$ cat src/rtl/ide_dma_pkg.sv
package ide_dma_pkg;

    typedef enum logic [1:0] {
        CMD_READ  = 2'd0,
        CMD_WRITE = 2'd1,
        CMD_TRIM  = 2'd2,
        CMD_BAD   = 2'd3
    } dma_cmd_e;

    typedef enum logic [1:0] {
        OP_READ  = 2'd0,
        OP_WRITE = 2'd1,
        OP_TRIM  = 2'd2,
        OP_COPY  = 2'd3
    } sto_op_e;

    typedef enum logic [1:0] {
        S_IDLE,
        S_WAIT_DESC,
        S_ISSUE,
        S_WAIT_RSP
    } seq_state_e;

    typedef struct packed {
        logic start_ok;
        logic start_bad;
        logic done_ok;
        logic done_err;
    } seq_event_t;

    localparam logic [7:0] ST_BUSY  = 8'h80;
    localparam logic [7:0] ST_READY = 8'h40;
    localparam logic [7:0] ST_SEEK  = 8'h10;
    localparam logic [7:0] ST_ERR   = 8'h01;

    localparam int DISK_SHIFT   = 9;
    localparam int PACKET_SHIFT = 11;

    function automatic sto_op_e op_for(logic is_packet, dma_cmd_e cmd);
        if (is_packet) return OP_READ;
        case (cmd)
            CMD_WRITE: return OP_WRITE;
            CMD_TRIM:  return OP_TRIM;
            default:   return OP_READ;
        endcase
    endfunction

endpackage

$ cat src/rtl/ide_dma_offset.sv
module ide_dma_offset #(
    parameter int LBAW = 32,
    parameter int IDXW = 27,
    parameter int OFFW = 48
) (
    input  logic            is_packet,
    input  logic [LBAW-1:0] lba,
    input  logic [IDXW-1:0] index,
    output logic [OFFW-1:0] offset
);
    import ide_dma_pkg::*;

    logic [OFFW-1:0] base_w;

    always_comb begin
        if (is_packet) base_w = OFFW'(lba) << PACKET_SHIFT;
        else           base_w = OFFW'(lba) << DISK_SHIFT;
        offset = base_w + OFFW'(index);
    end

endmodule

$ cat src/rtl/ide_dma_status.sv
module ide_dma_status (
    input  logic                    clk,
    input  logic                    rst,
    input  ide_dma_pkg::seq_event_t ev,
    output logic [7:0]              status,
    output logic                    irq
);
    import ide_dma_pkg::*;

    always_ff @(posedge clk) begin
        if (rst) begin
            status <= 8'h00;
            irq    <= 1'b0;
        end else if (ev.start_bad) begin
            status <= ST_READY | ST_ERR;
            irq    <= 1'b1;
        end else if (ev.start_ok) begin
            status <= ST_BUSY;
            irq    <= 1'b0;
        end else if (ev.done_err) begin
            status <= ST_READY | ST_ERR;
            irq    <= 1'b1;
        end else if (ev.done_ok) begin
            status <= ST_READY | ST_SEEK;
            irq    <= 1'b1;
        end
    end

    // the interrupt holds until a new transfer starts
    p_irq_sticky_r3: assert property (@(posedge clk) disable iff (rst)
        irq && !ev.start_ok |=> irq);

endmodule

$ cat src/rtl/ide_dma_seq.sv
module ide_dma_seq #(
    parameter int LBAW  = 32,
    parameter int NSW   = 16,
    parameter int CNTW  = 24,
    parameter int LENW  = 16,
    parameter int ADDRW = 32,
    parameter int OFFW  = 48
) (
    input  logic             clk,
    input  logic             rst,
    input  logic             start,
    input  logic             start_packet,
    input  logic [1:0]       start_cmd,
    input  logic [NSW-1:0]   start_nsect,
    input  logic [LBAW-1:0]  start_lba,
    input  logic [CNTW-1:0]  start_pkt_bytes,
    input  logic             desc_valid,
    input  logic [ADDRW-1:0] desc_addr,
    input  logic [LENW-1:0]  desc_len,
    output logic             desc_ready,
    output logic             desc_parked,
    output logic             sto_req_valid,
    input  logic             sto_req_ready,
    output logic [1:0]       sto_req_op,
    output logic [OFFW-1:0]  sto_req_offset,
    output logic [ADDRW-1:0] sto_req_addr,
    output logic [LENW-1:0]  sto_req_len,
    input  logic             sto_rsp_valid,
    input  logic             sto_rsp_err,
    output logic [7:0]       status,
    output logic             irq,
    output logic             active
);
    import ide_dma_pkg::*;

    localparam int DSKW = NSW + DISK_SHIFT;
    localparam int SZW  = (CNTW > DSKW) ? CNTW : DSKW;
    localparam int RW   = ((SZW > LENW) ? SZW : LENW) + 2;

    seq_state_e             state;
    logic                   is_pkt;
    dma_cmd_e               cmd_q;
    logic [LBAW-1:0]        lba_q;
    logic signed [RW-1:0]   remaining;
    logic [RW-1:0]          index;
    logic                   copy_mode;
    sto_op_e                req_op;
    logic [OFFW-1:0]        req_offset;
    logic [ADDRW-1:0]       req_addr;
    logic [LENW-1:0]        req_len;
    logic [OFFW-1:0]        off_w;
    logic [LENW-1:0]        clip_len;
    seq_event_t             ev;
    logic                   start_go, start_bad, finish, accept, blk_copy, has_left, rsp_in;

    ide_dma_offset #(.LBAW(LBAW), .IDXW(RW), .OFFW(OFFW)) u_offset (
        .is_packet (is_pkt),
        .lba       (lba_q),
        .index     (index),
        .offset    (off_w)
    );

    ide_dma_status u_status (
        .clk    (clk),
        .rst    (rst),
        .ev     (ev),
        .status (status),
        .irq    (irq)
    );

    always_comb begin
        has_left   = remaining > 0;
        active     = state != S_IDLE;
        desc_ready = (state == S_WAIT_DESC) && has_left;
        desc_parked = desc_valid && (state == S_IDLE);
        finish     = (state == S_WAIT_DESC) && !has_left;
        accept     = desc_valid && desc_ready;
        blk_copy   = is_pkt && (&lba_q);
        rsp_in     = (state == S_WAIT_RSP) && sto_rsp_valid;
        start_go   = start && (state == S_IDLE);
        start_bad  = start_go && !start_packet && (dma_cmd_e'(start_cmd) == CMD_BAD);
        clip_len   = ($unsigned(remaining) < RW'(desc_len)) ? LENW'(remaining) : desc_len;
        ev.start_ok  = start_go && !start_bad;
        ev.start_bad = start_bad;
        ev.done_err  = rsp_in && sto_rsp_err;
        ev.done_ok   = finish || (rsp_in && !sto_rsp_err && copy_mode);
    end

    always_ff @(posedge clk) begin
        if (rst) begin
            state      <= S_IDLE;
            is_pkt     <= 1'b0;
            cmd_q      <= CMD_READ;
            lba_q      <= '0;
            remaining  <= '0;
            index      <= '0;
            copy_mode  <= 1'b0;
            req_op     <= OP_READ;
            req_offset <= '0;
            req_addr   <= '0;
            req_len    <= '0;
        end else begin
            case (state)
                S_IDLE: if (ev.start_ok) begin
                    is_pkt <= start_packet;
                    cmd_q  <= dma_cmd_e'(start_cmd);
                    lba_q  <= start_lba;
                    index  <= '0;
                    if (start_packet) remaining <= RW'(start_pkt_bytes);
                    else              remaining <= RW'(start_nsect) << DISK_SHIFT;
                    state  <= S_WAIT_DESC;
                end
                S_WAIT_DESC: begin
                    if (finish) begin
                        state <= S_IDLE;
                    end else if (accept && desc_len != '0) begin
                        req_addr <= desc_addr;
                        if (blk_copy) begin
                            req_op     <= OP_COPY;
                            req_offset <= '0;
                            req_len    <= clip_len;
                            copy_mode  <= 1'b1;
                        end else begin
                            req_op     <= op_for(is_pkt, cmd_q);
                            req_offset <= off_w;
                            req_len    <= desc_len;
                            remaining  <= remaining - RW'(desc_len);
                            index      <= index + RW'(desc_len);
                            copy_mode  <= 1'b0;
                        end
                        state <= S_ISSUE;
                    end
                end
                S_ISSUE: if (sto_req_ready) state <= S_WAIT_RSP;
                S_WAIT_RSP: if (sto_rsp_valid) begin
                    state <= (sto_rsp_err || copy_mode) ? S_IDLE : S_WAIT_DESC;
                end
                default: state <= S_IDLE;
            endcase
        end
    end

    assign sto_req_valid  = state == S_ISSUE;
    assign sto_req_op     = req_op;
    assign sto_req_offset = req_offset;
    assign sto_req_addr   = req_addr;
    assign sto_req_len    = req_len;

    // a request holds still until it is accepted
    p_req_hold_r13: assert property (@(posedge clk) disable iff (rst)
        sto_req_valid && !sto_req_ready |=> sto_req_valid && $stable(sto_req_offset)
            && $stable(sto_req_len) && $stable(sto_req_op));

    // taking a nonzero descriptor closes the descriptor port
    p_single_req_r12: assert property (@(posedge clk) disable iff (rst)
        accept && desc_len != '0 |=> !desc_ready);

    // a parked descriptor never launches a request
    p_parked_r8: assert property (@(posedge clk) disable iff (rst)
        desc_parked |=> !sto_req_valid);

    // the interrupt rises only as the transfer goes inactive
    p_done_idle_r3: assert property (@(posedge clk) disable iff (rst)
        $rose(irq) |-> !active);

    // a legal start shows busy with the interrupt cleared
    p_start_busy_r2: assert property (@(posedge clk) disable iff (rst)
        start && !active && (start_packet || start_cmd != 2'd3)
            |=> status == 8'h80 && !irq && active);

endmodule

$ cat config.mk
export PLATFORM = sky130hd
export DESIGN_NAME = ide_dma_seq
export DESIGN_NICKNAME = d
export VERILOG_FILES = /design/src/rtl/ide_dma_pkg.sv /design/src/rtl/ide_dma_offset.sv /design/src/rtl/ide_dma_status.sv /design/src/rtl/ide_dma_seq.sv
export SDC_FILE = /design/constraint.sdc
export NUM_CORES = 1
export LEC_CHECK = 0
export BUFFER_PORTS_ARGS = -buffer_cell sky130_fd_sc_hd__buf_2
export CAP_MARGIN = 20
export CORE_ASPECT_RATIO = 1.2
export CORE_MARGIN = 1
export CORE_UTILIZATION = 55
export CTS_CLUSTER_DIAMETER = 200
export CTS_CLUSTER_SIZE = 8
export DETAILED_ROUTE_END_ITERATION = 12
export GPL_TIMING_DRIVEN = 1
export HOLD_SLACK_MARGIN = 0.03
export PLACE_DENSITY = 0.77
export SYNTH_ARGS = -nofsm -noshare
export SYNTH_HDL_FRONTEND = slang
export SYNTH_SLANG_ARGS = --single-unit
$ cat constraint.sdc
create_clock -name clk -period 4.88 [get_ports clk]
set_input_delay 0.976 -clock clk [delete_from_list [all_inputs] [get_ports clk]]
set_output_delay 0.976 -clock clk [all_outputs]
set_load 0.05 [all_outputs]
==> flow_summary_export.csv <==
group,metric,value,unit
status,outcome,"finished, final reports clean",
global_route,grtUsageTotal,0.3007,
cts,post-cts-setup-buffer-count,0,
place,dp_hpwl,21960,um
pwr,clkPwrFrac,0.308,
detailed_routing,via_per_inst,5.841,
detailed_routing,first_pass_iters,5,
layout,layout-drive-gt1-share,0.2091,
layout,nets,1734,
pwr,p_seq_frac,0.387,
worst_setup_path,crit_type,"register to register",
synthesis,syn_area,0.01084,mm^2
global_route,antenna_found_initial,0,
timing,drv_slew,0,
detailed_routing,detail-route-antenna-nets,0,
timing,setup_viol,0,
worst_setup_path,crit_required,5.24,ns
cts,cts.htree.levels,4,
timing,max_freq,250.0,MHz
synthesis,async_reset_ff_frac,0,
layout,antenna_cells,0,
pwr,p_leak,5.396,nW
synthesis,synthFlopType,"dfxtp_1",
run,max_cap_viol_count,0,
worst_setup_path,slowest_delay,0.98,ns
min_path,min_path_type,"register to register",
synthesis,yosys_warnings,0,
cts,root_buffer,"clkbuf_16",
synthesis,synth.most_common_cell,"nand2_1",
timing,hold_viol_final,0,
synthesis,syn_inst,1361,
worst_setup_path,r2r_slack,0.88,ns
cts,postCtsHoldBufs,0,
detailed_routing,vias,10631,
synthesis,yosys-top-cells-count,"nand2_1, dfxtp_1, a21oi_1",
cts,clk_transition_reported_paths,0.07,ns
timing,hold_ws,0.4472,ns
worst_setup_path,cp-end-kind,"register",
cts,insertion_delay,0.43,ns
global_route,grt-ovfl-total,0,
cts,cts_made_buffers,17,
cts,cts_repair_resize_count,0,
synthesis,synth_top_area_frac,0.3528,
timing,relSlewSlack,0.3380,
pwr,p_comb_frac,0.304,
synthesis,yosysTopAreaCell,"dfxtp_1",
worst_setup_path,critPathLaunchType,"register",
synthesis,ys_ff_latch,191,
synthesis,syn_area_per_cell,7.962,um^2
global_route,grt_pass1_wl,48160,um
worst_setup_path,arrival,4.36,ns
cts,numClockSinks,191,
global_route,grt_pass1_vias,9728,
detailed_routing,wl_per_cell,16.76,um
detailed_routing,routed_wl,30500,um
pwr,p_sw,1.736,mW
timing,min_period_over_period,0.8197,
place,place_congestion,0.9238,
pwr,power.density,375.1,mW/mm^2
floorplan,io_pins,241,
detailed_routing,post-route-drc-count,0,
timing,tightest_slew,0.9907,ns
floorplan,num_rows,55,
floorplan,fp.dieW,130.1,um
layout,area_growth,17.79,%
floorplan,start_util,0.5685,
pwr,p_total,4.788,mW
worst_setup_path,slowest_stage,"dfxtp_2",
synthesis,synth-seq-area-share,0.3528,
synthesis,synth_area_leaders,"dfxtp_1, nand2_1, a21oi_1",
timing,rsz0062_at_grt,"no",
floorplan,die_area,0.02027,mm^2
pwr,ir_worst_vdd,0.2797,mV
place,io_buffers,232,
synthesis,synth-edff-count,0,
pwr,intPower,3.053,mW
floorplan,die_h,155.8,um
timing,clock_skew,0.01250,ns
worst_setup_path,crit_chain,"mux2_2 -> ha_1 -> o211ai_1 -> a21o_1 -> a211o_1 -> a21oi_1 -> o211ai_1 -> or4_1 -> a21oi_1",
global_route,grt_max_degree,108,
synthesis,ys_types,72,
detailed_routing,drt_iter0_drc,760,
timing,setup-tns-final,0,ns
floorplan,core_area,0.01906,mm^2
cts,cts_tree,"yes",
cts,cts_buffer_depth,2,
timing,min_period,4.000,ns
pwr,swShare,0.3624,
worst_setup_path,path_max_fanout,45,
registers in the layout, indices dropped and copies added (netlist names), 2 cells and up, named ones only:
register	count
cmd_q	2
remaining	27
u_status.status	4
sto_req_addr	32
sto_req_offset	44
sto_req_len	16
index	27
sto_req_op	2
lba_q	32
critical path, delay by kind of cell (launching register included):
family                   cells  cell delay (ns)
flip-flops                   1             0.98
AND/OR/NAND/NOR              1             0.56
multiplexers                 1             0.42
adder cells (fa/ha/maj)      1             0.37
AO/OA/AOI/OAI                6             1.56
power groups by stage:
| stage | Combinational (mW) | Sequential (mW) | Clock, mW |
|---|---|---|---|
| after global placement | 1.41 | 1.88 | 0 |
| after CTS | 1.45 | 1.85 | 1.49 |
| final | 1.46 | 1.85 | 1.48 |
| after detailed placement | 1.44 | 1.88 | 0 |
| after global routing | 1.58 | 1.87 | 1.56 |
| after floorplan | 0.911 | 2.01 | 0 |
placed cells by master (no fill, tap or decap), types with 9 or more instances in the layout:
master,count
a21oi_1,146
nor2b_1,16
nand4_1,16
o21a_1,20
or3_1,11
xor2_1,19
a211oi_2,10
mux2_2,20
ha_1,50
nor3_1,30
a21o_1,12
buf_2,231
mux2i_1,37
inv_1,40
a22oi_1,20
a211oi_1,17
clkbuf_16,17
nor4_1,14
a31oi_1,15
nor2_1,110
nand2_1,216
o31ai_1,9
or4_1,14
nand3_1,30
o21ai_0,57
dfxtp_1,190
o211ai_1,19
xnor2_1,23
buf_4,15
nand2b_1,13
per-layer routing:
metal,up-vias,GRT usage,share of wire
met5,-,0,0
met4,0,0.1202,0.034
met3,66,0.05075,0.061
met2,405,0.5106,0.48
met1,4908,0.3746,0.43
li1,5252,-,-
per-stage QoR:
step                worst slack (ns)  utilization  std cells  cell area, um^2
floorplan                     0.8161            -       1368            10860
global placement               1.128       0.6371       1788            12140
detailed placement             1.013       0.6371       1788            12140
CTS                           0.9581       0.6696       1820            12760
global route                  0.7139       0.6696       1820            12760
finish                        0.8801       0.6696       1820            12760
cell type report:
type                            count  area, um^2
Multi-Input combinational cell   1053        6556
Fill cell                        1697        6297
Sequential cell                   191        3825
Timing Repair Buffer              247        1289
Clock buffer                       19       432.9
Tap cell                          256       320.3
Clock inverter                     13       187.7
Inverter                           41       153.9
logic make-up (layout without fill, tap and decap cells):
group | after synthesis | count (layout) | synth area share
other | 1 | 8 | 0.0003460
multiplexers | 57 | 57 | 0.05496
buffers and inverters | 124 | 320 | 0.04792
flip-flops | 191 | 191 | 0.3528
XOR/XNOR | 42 | 42 | 0.03395
AO/OA/AOI/OAI | 381 | 381 | 0.2272
AND/OR/NAND/NOR | 512 | 512 | 0.2195
adder cells (fa/ha/maj) | 53 | 53 | 0.06327
final timing paths:
| path | cells after the start | end | from |
|---|---|---|---|
| setup / recovery | 9 | sto_req_offset[43] | is_pkt |
| hold / removal | 2 | sto_req_offset[41] | sto_req_offset[41] |
| setup reg to reg | 9 | sto_req_offset[43] | is_pkt |
| hold reg to reg | 2 | sto_req_offset[41] | sto_req_offset[41] |
Note: power is estimated with default switching activity, not from simulation.
